### src/rtl/uart_rx_pkg.sv
package uart_rx_pkg;
  typedef enum logic [1:0] {
    ST_IDLE  = 2'd0,
    ST_SHIFT = 2'd1,
    ST_HOLD  = 2'd2
  } rx_state_e;
endpackage

### src/rtl/uart_rx_tick.sv
module uart_rx_tick #(
  parameter int CLK_HZ = 12_000_000,
  parameter int BAUD   = 9600,
  parameter int OVS    = 8
) (
  input  logic clk,
  input  logic rst,
  output logic tick
);
  localparam int STEP  = BAUD * OVS;
  localparam int ACC_W = $clog2(CLK_HZ + STEP) + 1;
  localparam logic [ACC_W-1:0] STEP_V = ACC_W'(STEP);
  localparam logic [ACC_W-1:0] WRAP_V = ACC_W'(CLK_HZ);

  logic [ACC_W-1:0] acc;
  logic [ACC_W-1:0] sum;

  assign sum = acc + STEP_V;

  always_ff @(posedge clk) begin
    if (rst) begin
      acc  <= '0;
      tick <= 1'b0;
    end else if (sum >= WRAP_V) begin
      acc  <= sum - WRAP_V;
      tick <= 1'b1;
    end else begin
      acc  <= sum;
      tick <= 1'b0;
    end
  end

  // remainder stays below the wrap value
  a_r2_acc_bounded: assert property (@(posedge clk) disable iff (rst) acc < WRAP_V);
  // tick is a single-cycle event when the clock is at least twice the tick rate
  a_r2_tick_spaced: assert property (@(posedge clk) disable iff (rst)
    (tick && (2 * STEP <= CLK_HZ)) |=> !tick);
endmodule

### src/rtl/uart_rx_sync.sv
module uart_rx_sync #(
  parameter int STAGES = 2
) (
  input  logic clk,
  input  logic rst,
  input  logic din,
  output logic dout
);
  logic [STAGES-1:0] q;

  generate
    if (STAGES == 1) begin : g_one
      always_ff @(posedge clk) begin
        if (rst) q <= '1;
        else     q <= din;
      end
    end else begin : g_chain
      always_ff @(posedge clk) begin
        if (rst) q <= '1;
        else     q <= {q[STAGES-2:0], din};
      end
    end
  endgenerate

  assign dout = q[STAGES-1];
endmodule

### src/rtl/uart_rx_glitch.sv
module uart_rx_glitch #(
  parameter int OVS = 8
) (
  input  logic clk,
  input  logic rst,
  input  logic tick,
  input  logic din,
  output logic level
);
  localparam int ACCEPT = OVS / 2 + 1;
  localparam int RUN_W  = $clog2(ACCEPT + 1);
  localparam logic [RUN_W-1:0] ACCEPT_V = RUN_W'(ACCEPT);

  logic             cand, cand_n;
  logic [RUN_W-1:0] run, run_n;

  always_comb begin
    if (din != cand) begin
      cand_n = din;
      run_n  = RUN_W'(1);
    end else begin
      cand_n = cand;
      run_n  = (run == ACCEPT_V) ? run : run + RUN_W'(1);
    end
  end

  always_ff @(posedge clk) begin
    if (rst) begin
      cand  <= 1'b1;
      run   <= ACCEPT_V;
      level <= 1'b1;
    end else if (tick) begin
      cand <= cand_n;
      run  <= run_n;
      if (run_n == ACCEPT_V) level <= cand_n;
    end
  end

  // filtered level moves only on a sampling tick
  a_r3_level_on_tick: assert property (@(posedge clk) disable iff (rst)
    !tick |=> $stable(level));
  // a new level is adopted only after a full confirming run
  a_r3_confirmed: assert property (@(posedge clk) disable iff (rst)
    $changed(level) |-> (cand == level && run == ACCEPT_V));
  a_r3_run_bounded: assert property (@(posedge clk) disable iff (rst)
    run <= ACCEPT_V);
endmodule

### src/rtl/uart_rx_frame.sv
module uart_rx_frame
  import uart_rx_pkg::*;
#(
  parameter int OVS    = 8,
  parameter int DATA_W = 8
) (
  input  logic              clk,
  input  logic              rst,
  input  logic              tick,
  input  logic              line,
  output logic [DATA_W-1:0] data_out,
  output logic              data_valid,
  output logic              frame_err
);
  localparam int FIRST = OVS + OVS / 2 - 1;
  localparam int CNT_W = $clog2(FIRST + 1);
  localparam int IDX_W = $clog2(DATA_W + 1);

  rx_state_e         st;
  logic [CNT_W-1:0]  cnt;
  logic [IDX_W-1:0]  idx;
  logic [DATA_W-1:0] shreg;
  logic              in_frame;

  assign in_frame = (st == ST_SHIFT);

  always_ff @(posedge clk) begin
    if (rst) begin
      st         <= ST_IDLE;
      cnt        <= '0;
      idx        <= '0;
      shreg      <= '0;
      data_out   <= '0;
      data_valid <= 1'b0;
      frame_err  <= 1'b0;
    end else begin
      data_valid <= 1'b0;
      frame_err  <= 1'b0;
      case (st)
        ST_IDLE: begin
          if (!line) begin
            st  <= ST_SHIFT;
            cnt <= CNT_W'(FIRST);
            idx <= '0;
          end
        end
        ST_SHIFT: begin
          if (tick) begin
            if (cnt != '0) begin
              cnt <= cnt - CNT_W'(1);
            end else begin
              cnt <= CNT_W'(OVS - 1);
              if (idx == IDX_W'(DATA_W)) begin
                if (line) begin
                  data_out   <= shreg;
                  data_valid <= 1'b1;
                  st         <= ST_IDLE;
                end else begin
                  frame_err <= 1'b1;
                  st        <= ST_HOLD;
                end
              end else begin
                shreg <= {line, shreg[DATA_W-1:1]};
                idx   <= idx + IDX_W'(1);
              end
            end
          end
        end
        ST_HOLD: begin
          if (line) st <= ST_IDLE;
        end
        default: st <= ST_IDLE;
      endcase
    end
  end

  // strobe lasts one cycle
  a_r5_valid_single: assert property (@(posedge clk) disable iff (rst)
    data_valid |=> !data_valid);
  // byte strobe and error pulse are exclusive
  a_r7_exclusive: assert property (@(posedge clk) disable iff (rst)
    !(data_valid && frame_err));
  // an error leaves the receiver waiting for a high line
  a_r8_err_holds: assert property (@(posedge clk) disable iff (rst)
    frame_err |-> (st == ST_HOLD));
  // a completed byte closes the frame
  a_r9_frame_closed: assert property (@(posedge clk) disable iff (rst)
    data_valid |-> !in_frame);
  // result register moves only with its strobe
  a_r4_result_on_valid: assert property (@(posedge clk) disable iff (rst)
    (!$past(rst) && $changed(data_out)) |-> data_valid);
endmodule

### src/rtl/uart_rx_oversampled.sv
module uart_rx_oversampled #(
  parameter int CLK_HZ      = 12_000_000,
  parameter int BAUD        = 9600,
  parameter int OVS         = 8,
  parameter int DATA_W      = 8,
  parameter int SYNC_STAGES = 2
) (
  input  logic              clk,
  input  logic              rst,
  input  logic              rx_i,
  output logic [DATA_W-1:0] data_o,
  output logic              data_valid_o,
  output logic              frame_err_o
);
  logic tick;
  logic rx_sync;
  logic rx_clean;

  uart_rx_tick #(.CLK_HZ(CLK_HZ), .BAUD(BAUD), .OVS(OVS)) u_tick (
    .clk (clk),
    .rst (rst),
    .tick(tick)
  );

  uart_rx_sync #(.STAGES(SYNC_STAGES)) u_sync (
    .clk (clk),
    .rst (rst),
    .din (rx_i),
    .dout(rx_sync)
  );

  uart_rx_glitch #(.OVS(OVS)) u_filt (
    .clk  (clk),
    .rst  (rst),
    .tick (tick),
    .din  (rx_sync),
    .level(rx_clean)
  );

  uart_rx_frame #(.OVS(OVS), .DATA_W(DATA_W)) u_frame (
    .clk       (clk),
    .rst       (rst),
    .tick      (tick),
    .line      (rx_clean),
    .data_out  (data_o),
    .data_valid(data_valid_o),
    .frame_err (frame_err_o)
  );

  // outputs are quiet in the cycle after reset
  a_r1_quiet_after_reset: assert property (@(posedge clk)
    $past(rst) |-> (!data_valid_o && !frame_err_o && data_o == '0));
endmodule

### config.mk
export PLATFORM = sky130hd
export DESIGN_NAME = uart_rx_oversampled
export DESIGN_NICKNAME = d
export VERILOG_FILES = /design/src/rtl/uart_rx_pkg.sv /design/src/rtl/uart_rx_tick.sv /design/src/rtl/uart_rx_sync.sv /design/src/rtl/uart_rx_glitch.sv /design/src/rtl/uart_rx_frame.sv /design/src/rtl/uart_rx_oversampled.sv
export SDC_FILE = /design/constraint.sdc
export NUM_CORES = 1
export LEC_CHECK = 0
export BUFFER_PORTS_ARGS = -buffer_cell sky130_fd_sc_hd__clkbuf_2
export CAP_MARGIN = 20
export CORE_UTILIZATION = 59
export CTS_CLUSTER_SIZE = 24
export DETAILED_ROUTE_END_ITERATION = 12
export PLACE_DENSITY = 0.76
export SLEW_MARGIN = 25
export SYNTH_ARGS = -nofsm -noshare
export SYNTH_HDL_FRONTEND = slang
export SYNTH_SLANG_ARGS = --single-unit
### constraint.sdc
create_clock -name clk -period 5.9 [get_ports clk]
set_clock_uncertainty 0.15 [all_clocks]
set_input_delay 0.295 -clock clk [delete_from_list [all_inputs] [get_ports clk]]
set_output_delay 0.295 -clock clk [all_outputs]
set_load 0.01 [all_outputs]
==> impl_metrics.toml <==
[run_status]
status = "finished clean"

[floorplan]
rows = 25
core-area_mm2 = 0.00469
dieArea_mm2 = 0.00515
io_pins = 13
die_y_um = 71.8
initial_utilization_pct = 61.2
chipWidth_um = 71.8

[setup_path]
arrival_ns = 3.46
critPathRequiredTime_ns = 5.95
crit_path_start = "u_tick.acc[10]$_SDFF_PP0_"
worstPathMaxFanout = 15
r2r_setup_slack_ns = 2.49
worstRegToRegCells = 10
cp-endpoint = "u_tick.acc[14]$_SDFF_PP0_"
critPathCaptureType = "flop"
setup.worst_path.start_class = "flop"
worstSetupPathType = "flop to flop"
r2r-end = "u_tick.acc[14]$_SDFF_PP0_"
worstReg2RegStart = "u_tick.acc[10]$_SDFF_PP0_"

[drt]
drt-vias-per-instance = 5.79
wl_um = 5080
drt-pass1-iter-count = 5
drc = 0
wl_per_cell_um = 12.8
vias = 2305
drt_iter0_drc = 136
postRouteAntennaNets = 0

[sta]
max_slew.worst_pin.slew_ns = 0.916
post-route-min-period_ns = 3.41
period_share_pct = 57.8
rsz0062_at_grt = "false"
whs_ns = 0.0188
finalSetupTns_ns = 0
maxSlewHeadroom_pct = 38.9
slew_violations = 0
hold_viol_final = 0
max_freq_ghz = 0.293
setup_viol_count_final = 0

[placement]
io_buffers = 12
dp_hpwl_um = 3490
routabilityCongestion = 0.892

[logic_synthesis]
synth_commonest_cells = "53 x dfxtp_1, 48 x nor2_1, 33 x nand2_1"
synthAdderAreaFrac_pct = 4.79
synth.ff_latch_count = 53
synth.distinct_cells = 60
synth_top_family_by_area = "simple AND/OR/NAND/NOR gates"
yosys-top-cells-area = "dfxtp_1 37%, nor2_1 6.3%, ha_1 4.8%, nand2_1 4.3%, xnor2_1 4.0%"
synth_compound_area_share_pct = 19.6
synth_most_common_cell = "dfxtp_1"
synthesis.area_mm2 = 0.00287
yosys_most_used_dff = "dfxtp_1"
synth_edf_count = 0
syn_nets = 352
syn_inst = 338
synth_largest_area_cell = "dfxtp_1"
ys_seq_area_share_pct = 36.9
synth_warnings = 0
synth-simple-area-share_pct = 22.2
synth_xor_area_share_pct = 7.84
synth.mux.area_fraction_pct = 4.31
postSynthAreaPerCell_um2 = 8.50
synth-async-reset-ratio_pct = 0
yosysTopAreaCellShare_pct = 36.9

[final_layout]
n_fill_cell = 392
area.growth.synth_to_final_pct = 5.23
fin_util_pct = 64.4
nNetsFinal = 357
drive_gt1_share_pct = 12.8
diodes = 0

[power_and_ir_drop]
p_total_mw = 0.673
power_density_mw_per_mm2 = 223
p_leak_nw = 1.19
vdd_drop_max_mv = 0.144

[global_routing]
gr-total-overflow = 0
grt_usage_pct = 21.3
grt_pass1_vias = 2017
grt_first_pass_wirelength_um = 8840
antenna_found_initial = 0
grt_max_degree = 49

[hold_path]
hold_class = "primary input to flop"

[cts]
cts-resized-gates = 0
cts_tree = "yes"
cts_buffers = 5
h-tree-depth = 2
cts_hold_buf = 0
cts_sinks = 53
clock_latency_ns = 0.31
post-cts-setup-buffers = 0
clockBufferDepth = 2
cts_root_buffer = "clkbuf_8"
clkTransAtPathRegs_ns = 0.09

[flow_run]
maxCapViolations = 0
==> final cells by class <==
class | count | area (um^2) | share of cell area [%]
sequential | 53 | 1060 | 35.1
tap | 54 | 67.6 | 2.24
clock inverter | 3 | 21.3 | 0.704
clock buffer | 5 | 68.8 | 2.28
timing repair buffer | 12 | 60.1 | 1.99
multi-input combinational | 256 | 1690 | 55.8
inverter | 15 | 56.3 | 1.86
==> layer usage <==
| metal | global-route usage (%) | part of all wire [%] | vias to the layer above |
|---|---|---|---|
| met5 | 0 | 0 | - |
| met4 | 7.84 | 1.4 | 0 |
| met3 | 4.64 | 4.3 | 8 |
| met2 | 35.4 | 47 | 57 |
| met1 | 27.2 | 47 | 1065 |
| li1 | - | - | 1175 |
==> worst min path at each step <==
stage,start,slack (ns),cells past startpoint,to
2_1_floorplan,u_sync.q[0]$_SDFF_PP1_,0.24,1,u_sync.q[1]$_SDFF_PP1_
3_3_place_gp,u_sync.q[0]$_SDFF_PP1_,0.25,1,u_sync.q[1]$_SDFF_PP1_
3_5_place_dp,u_sync.q[0]$_SDFF_PP1_,0.25,1,u_sync.q[1]$_SDFF_PP1_
4_1_cts,rx_i,0.01,2,u_sync.q[0]$_SDFF_PP1_
5_1_grt,rx_i,0.01,2,u_sync.q[0]$_SDFF_PP1_
6_report,rx_i,0.02,2,u_sync.q[0]$_SDFF_PP1_
==> flip-flops by register name, indices dropped and copies added, names as in the netlist <==
register            flops
u_frame.shreg           8
u_frame.data_out        8
u_filt.run              3
u_frame.idx             4
u_sync.q                2
u_frame.st              2
u_tick.tick             1
u_filt.level            1
u_tick.acc             17
u_frame.cnt             4
u_filt.cand             1
u_frame.frame_err       1
u_frame.data_valid      1
==> where the power goes <==
group	internal [mW]	leakage [nW]	switching (mW)
registers	0.366	0.429	0.0190
clock network	0.0843	0.0445	0.120
logic	0.0336	0.719	0.0494
total	0.484	1.19	0.189
==> through the flow <==
step / area, um^2 / cells / setup slack (ns)
final: 3020 / 398 / 2.49
after global routing: 3020 / 398 / 2.26
after CTS: 3020 / 398 / 2.53
after detailed placement: 2930 / 390 / 2.53
after global placement: 2930 / 390 / 2.61
after floorplan: 2870 / 338 / 3.05
==> worst max-delay path: stages (launching register included) <==
cell	delay, ns
dfxtp_1	0.50
inv_1	0.11
ha_1	0.30
xor2_1	0.24
a211o_1	0.35
o21ai_1	0.22
o211ai_4	0.12
a211oi_4	0.60
nor2_4	0.12
a211oi_2	0.25
mux2_1	0.33
==> placed cells by master, fill, tap and decap left out, types with 2 or more instances in the layout <==
cell type,count
a211oi_2,2
nor3b_1,2
a21boi_0,2
xor2_1,9
o31ai_1,2
o211ai_2,2
o211ai_4,2
nor2b_1,2
nand4_1,3
mux2i_1,9
a31oi_1,2
ha_1,11
dfxtp_1,53
o21ai_0,15
nor3_1,9
o2111ai_1,2
o21a_1,3
inv_1,15
or3_1,3
o211ai_1,2
clkbuf_8,5
a211oi_1,3
or2_2,3
mux2_2,2
clkbuf_2,12
nor2_1,48
nand2_1,33
o22ai_1,3
nand2b_1,3
nand3_1,16
a21oi_1,22
a21o_1,2
xnor2_1,13
nand3b_1,2
==> cell families after synthesis <==
| logic type | count (synthesis) |
|---|---|
| compound gates | 75 |
| xor+xnor | 24 |
| fa+ha+maj | 11 |
| buf+inv | 29 |
| flops | 53 |
| mux | 12 |
| simple gates | 134 |
Power figures use the tool's default switching activity.
